### src/rtl/epoch_pkg.sv
// Shared field layout and word packing for the epoch counter pair.
// Assumes the fast count fits in 5 bits and the slow count in 6 bits.
package epoch_pkg;
    localparam int WORD_W  = 16;
    localparam int FAST_FW = 5;
    localparam int SLOW_FW = 6;
    localparam int FAST_LSB = 0;
    localparam int SLOW_LSB = 8;

    // Build a read word: slow count in 13:8, fast count in 4:0, rest zero.
    function automatic logic [WORD_W-1:0] pack_word(input logic [SLOW_FW-1:0] slow,
                                                    input logic [FAST_FW-1:0] fast);
        logic [WORD_W-1:0] w;
        w = '0;
        w[SLOW_LSB +: SLOW_FW] = slow;
        w[FAST_LSB +: FAST_FW] = fast;
        return w;
    endfunction
endpackage

### src/rtl/epoch_mod_counter.sv
// Modulo-MOD counter with a synchronous load that has priority over the
// increment. wrap_o flags the cycle in which an increment turns MOD-1 into 0.
// Assumes ld_val_i is already below MOD.
module epoch_mod_counter #(
    parameter int MOD = 20,
    parameter int W   = $clog2(MOD)
) (
    input  logic         clk,
    input  logic         rst_n,
    input  logic         inc_i,
    input  logic         ld_i,
    input  logic [W-1:0] ld_val_i,
    output logic [W-1:0] cnt_o,
    output logic         wrap_o
);
    localparam logic [W-1:0] TOP = W'(MOD - 1);

    // Wrap indication for the next stage in the chain.
    assign wrap_o = inc_i && (cnt_o == TOP);

    // Count register: reset, load, or step with wrap.
    always_ff @(posedge clk) begin
        if (!rst_n) begin
            cnt_o <= '0;
        end else if (ld_i) begin
            cnt_o <= ld_val_i;
        end else if (inc_i) begin
            cnt_o <= (cnt_o == TOP) ? '0 : cnt_o + 1'b1;
        end
    end
endmodule

### src/rtl/epoch_preset_hold.sv
// Holds load values written in preset mode and fires one transfer at the
// first tic after the write cycle. A write and a tic in the same cycle arm
// only; the older pending values, if any, are what fire in that cycle.
module epoch_preset_hold #(
    parameter int FAST_W = 5,
    parameter int SLOW_W = 6
) (
    input  logic              clk,
    input  logic              rst_n,
    input  logic              arm_i,
    input  logic [FAST_W-1:0] fast_i,
    input  logic [SLOW_W-1:0] slow_i,
    input  logic              tic_i,
    output logic              fire_o,
    output logic [FAST_W-1:0] fast_o,
    output logic [SLOW_W-1:0] slow_o
);
    logic armed_q;

    // A transfer fires only when armed in an earlier cycle.
    assign fire_o = armed_q && tic_i;

    // Arm flag and pending values: a new write re-arms, a fired transfer clears.
    always_ff @(posedge clk) begin
        if (!rst_n) begin
            armed_q <= 1'b0;
            fast_o  <= '0;
            slow_o  <= '0;
        end else if (arm_i) begin
            armed_q <= 1'b1;
            fast_o  <= fast_i;
            slow_o  <= slow_i;
        end else if (fire_o) begin
            armed_q <= 1'b0;
        end
    end
endmodule

### src/rtl/epoch_pair.sv
// Epoch counter pair for one channel: a fast count stepped by dumps and a
// slow count stepped by the fast count's wrap. Writes load at once in update
// mode or arm a tic-timed transfer in preset mode. A tic snapshots the
// pre-edge counts. Assumes MOD values fit the 5- and 6-bit word fields.
module epoch_pair #(
    parameter int FAST_MOD = 20,
    parameter int SLOW_MOD = 50
) (
    input  logic        clk,
    input  logic        rst_n,
    input  logic        dump_i,
    input  logic        tic_i,
    input  logic        preset_mode_i,
    input  logic        wr_en_i,
    input  logic [15:0] wr_data_i,
    output logic [15:0] snap_o,
    output logic [15:0] live_o
);
    import epoch_pkg::*;

    localparam int FAST_W = $clog2(FAST_MOD);
    localparam int SLOW_W = $clog2(SLOW_MOD);

    logic [FAST_W-1:0] fast_req, fast_pend, fast_ld, fast_cnt;
    logic [SLOW_W-1:0] slow_req, slow_pend, slow_ld, slow_cnt;
    logic              upd_wr, pre_wr, pre_fire, any_ld, fast_wrap, slow_wrap;

    // Reduce the written fields into their valid ranges.
    assign fast_req = FAST_W'(32'(wr_data_i[FAST_LSB +: FAST_FW]) % FAST_MOD);
    assign slow_req = SLOW_W'(32'(wr_data_i[SLOW_LSB +: SLOW_FW]) % SLOW_MOD);

    // Route a write by mode.
    assign upd_wr = wr_en_i && !preset_mode_i;
    assign pre_wr = wr_en_i &&  preset_mode_i;

    epoch_preset_hold #(
        .FAST_W (FAST_W),
        .SLOW_W (SLOW_W)
    ) u_hold (
        .clk    (clk),
        .rst_n  (rst_n),
        .arm_i  (pre_wr),
        .fast_i (fast_req),
        .slow_i (slow_req),
        .tic_i  (tic_i),
        .fire_o (pre_fire),
        .fast_o (fast_pend),
        .slow_o (slow_pend)
    );

    // Pick the load source; the newer immediate write wins over a firing preset.
    always_comb begin
        any_ld  = upd_wr || pre_fire;
        fast_ld = upd_wr ? fast_req : fast_pend;
        slow_ld = upd_wr ? slow_req : slow_pend;
    end

    epoch_mod_counter #(
        .MOD (FAST_MOD),
        .W   (FAST_W)
    ) u_fast (
        .clk      (clk),
        .rst_n    (rst_n),
        .inc_i    (dump_i),
        .ld_i     (any_ld),
        .ld_val_i (fast_ld),
        .cnt_o    (fast_cnt),
        .wrap_o   (fast_wrap)
    );

    epoch_mod_counter #(
        .MOD (SLOW_MOD),
        .W   (SLOW_W)
    ) u_slow (
        .clk      (clk),
        .rst_n    (rst_n),
        .inc_i    (fast_wrap),
        .ld_i     (any_ld),
        .ld_val_i (slow_ld),
        .cnt_o    (slow_cnt),
        .wrap_o   (slow_wrap)
    );

    // Live view of the counters.
    assign live_o = pack_word(SLOW_FW'(slow_cnt), FAST_FW'(fast_cnt));

    // Snapshot register: takes the pre-edge counts on each tic.
    always_ff @(posedge clk) begin
        if (!rst_n) begin
            snap_o <= '0;
        end else if (tic_i) begin
            snap_o <= live_o;
        end
    end

    // The slow wrap has no consumer in this block.
    logic unused_ok;
    assign unused_ok = slow_wrap;
endmodule

### config.mk
export PLATFORM = sky130hd
export DESIGN_NAME = epoch_pair
export DESIGN_NICKNAME = d
export VERILOG_FILES = /design/src/rtl/epoch_pkg.sv /design/src/rtl/epoch_mod_counter.sv /design/src/rtl/epoch_preset_hold.sv /design/src/rtl/epoch_pair.sv
export SDC_FILE = /design/constraint.sdc
export NUM_CORES = 1
export LEC_CHECK = 0
export ABC_CLOCK_PERIOD_IN_PS = 6250
export CAP_MARGIN = 20
export CORE_ASPECT_RATIO = 1.4
export CORE_MARGIN = 8
export CORE_UTILIZATION = 55
export DETAILED_ROUTE_END_ITERATION = 16
export DONT_BUFFER_PORTS = 1
export MAX_ROUTING_LAYER = met4
export PLACE_DENSITY = 0.7
export REMOVE_ABC_BUFFERS = 1
export SYNTH_ARGS = -nofsm -noshare
export SYNTH_HDL_FRONTEND = slang
export SYNTH_HIERARCHICAL = 1
export SYNTH_SLANG_ARGS = --single-unit
### constraint.sdc
create_clock -name clk -period 6.25 [get_ports clk]
set_clock_uncertainty 0.15 [all_clocks]
set_input_delay 0.625 -clock clk [delete_from_list [all_inputs] [get_ports clk]]
set_output_delay 0.625 -clock clk [all_outputs]
set_load 0.1 [all_outputs]
==> flow_metrics.py <==
metrics = {
    "clock_tree": {
        "cts_setup_buffers": 0,
        "clk_path_buf_depth": 2,
        "clkLatencyLatePin_ns": 0.29,
        "clk_pin_slew_ns": 0.07,
        "post_cts_resized": 0,
        "ctsRootBufferMaster": "clkbuf_8",
        "ctsHtreeMaxLevel": 2,
        "cts_tree": "built",
        "ctsHoldBuffers": 0,
        "cts_made_buffers": 5,
        "cts.sinks": 34,
    },
    "timing": {
        "slew_violations": 0,
        "setup-tns-final_ns": 0,
        "fin_crit_sh_pct": 49.4,
        "rsz0062_at_grt": "false",
        "fin_crit_ns": 3.08,
        "tightest_slew_ns": 1.13,
        "max_slew_margin_pct": 24.6,
        "hold_viol_final": 0,
        "fmax_mhz": 324,
        "setup_viol": 0,
    },
    "critical_path": {
        "path_class": "reg -> reg",
        "crit_arrival_ns": 3.15,
        "worst-path-max-fanout": 9,
        "endpoint_kind": "register",
        "start_kind": "register",
        "critical_path_required_ns": 6.31,
        "reg2reg_slack_ns": 3.17,
        "reg2reg_depth": 6,
    },
    "placement": {
        "dp_hpwl_um": 2980,
        "io_buffers": 0,
        "dp.cells": 268,
        "place.gp.congestion": 0.809,
    },
    "grt": {
        "antenna_found_initial": 0,
        "grt_max_degree": 35,
        "gr-total-overflow": 0,
        "grt.total_usage_pct": 14.9,
        "grt_pass1_wl_um": 6820,
        "grt_pass1_vias": 1552,
    },
    "drt": {
        "drt_iter0_drc": 42,
        "drc_errors": 0,
        "ant_nets": 0,
        "dr.pass1.iters": 4,
        "wl_um": 4170,
        "vias": 1515,
        "wl_per_cell_um": 15.0,
        "avgViaCountPerCell": 5.43,
    },
    "synth": {
        "post_synth.cell_area_avg_um2": 8.86,
        "ys_warn_count": 6,
        "synth_area_mm2": 0.00206,
        "synth_cells": 233,
    },
    "job": {
        "drv_cap": 0,
    },
    "layout": {
        "final_cells": 279,
        "antenna_cells": 0,
        "area_growth_syn_to_layout_pct": 6.97,
        "nNetsFinal": 266,
        "layout-drive-gt1-share_pct": 11.0,
    },
    "pwr": {
        "leakagePower_nw": 0.930,
        "p_per_area_mw_per_mm2": 257,
        "irDropWorstVdd_uv": 237,
    },
    "die": {
        "die_w_um": 67.8,
        "rows": 26,
        "core_mm2": 0.00361,
        "die_h_um": 88.5,
        "start_util_pct": 57.2,
        "io_pins": 54,
        "die_area_mm2": 0.00600,
    },
    "outcome": {
        "outcome": "finished clean",
    },
    "worst_hold_path": {
        "hold_path.class": "in -> reg",
        "holdPathStages": 1,
    },
}
==> layout make-up <==
| class | instances | area, um2 |
|---|---|---|
| tap | 42 | 52.6 |
| inverter | 11 | 41.3 |
| multi-input combinational | 178 | 1250 |
| clock buffer | 7 | 86.3 |
| clock inverter | 1 | 5.00 |
| fill | 323 | 1400 |
| timing repair buffer | 6 | 88.8 |
| sequential | 34 | 681 |
==> registers in the layout (all words and copies together), names as in the netlist <==
signal	cells
u_hold/fast_o	5
snap_o	11
u_hold/slow_o	6
u_fast/cnt_o	5
u_slow/cnt_o	6
u_hold/armed_q	1
==> stage by stage <==
step	power (W)	setup slack (ns)	cell area, um2	hold WS (ns)	utilization [%]
2_1_floorplan	0.000382	3.51	1980	0.328	-
3_3_place_gp	0.000396	3.23	2050	0.343	56.8
3_5_place_dp	0.000397	3.21	2050	0.353	56.8
4_1_cts	0.000565	3.18	2140	0.302	59.3
5_1_grt	0.000594	2.88	2210	0.291	61.2
6_report	0.000568	3.17	2210	0.306	61.2
==> report_power, final <==
group,internal (W),switching [W],total (W)
sequential,0.000229,0.0000513,0.000280
combinational,0.0000401,0.0000796,0.000120
clock,0.0000889,0.0000795,0.000168
total,0.000358,0.000210,0.000568
==> final timing paths <==
path	startpoint	endpoint
max	u_fast/cnt_o[1]	u_slow/cnt_o[4]
min	rst_n	u_fast/cnt_o[3]
max reg2reg	u_fast/cnt_o[1]	u_slow/cnt_o[4]
min reg2reg	u_hold/slow_o[2]	u_hold/slow_o[2]
==> layer usage <==
layer,wire [um],GRT usage [%],vias up
li1,-,-,792
met1,1740,14.6,683
met2,2080,26.4,34
met3,305,5.45,6
met4,48,4.67,0
met5,0,-,-
==> placed cells by master, fill, tap and decap left out, drive strengths merged, types with 2 or more instances in the layout <==
| cell type | count |
|---|---|
| or3b | 2 |
| nand2b | 5 |
| a211o | 2 |
| o21ai | 13 |
| nand3b | 2 |
| dfxtp | 34 |
| nand3 | 5 |
| nor2b | 25 |
| conb | 10 |
| nand2 | 22 |
| nor2 | 7 |
| or3 | 2 |
| o21a | 4 |
| nor3b | 3 |
| a21oi | 6 |
| a31oi | 4 |
| o31ai | 3 |
| inv | 11 |
| nor3 | 5 |
| mux2 | 5 |
| ha | 8 |
| and2 | 5 |
| mux2i | 25 |
| buf | 6 |
| clkbuf | 7 |
==> critical path: stages, from the launching register on <==
cell and delay [ns]:
dfxtp_1 1.03, ha_1 0.39, nand2_2 0.08, nor3_1 0.65
nand2_1 0.17, or3_1 0.37, a31oi_1 0.16
No activity file was read; power rests on OpenSTA's default activity.
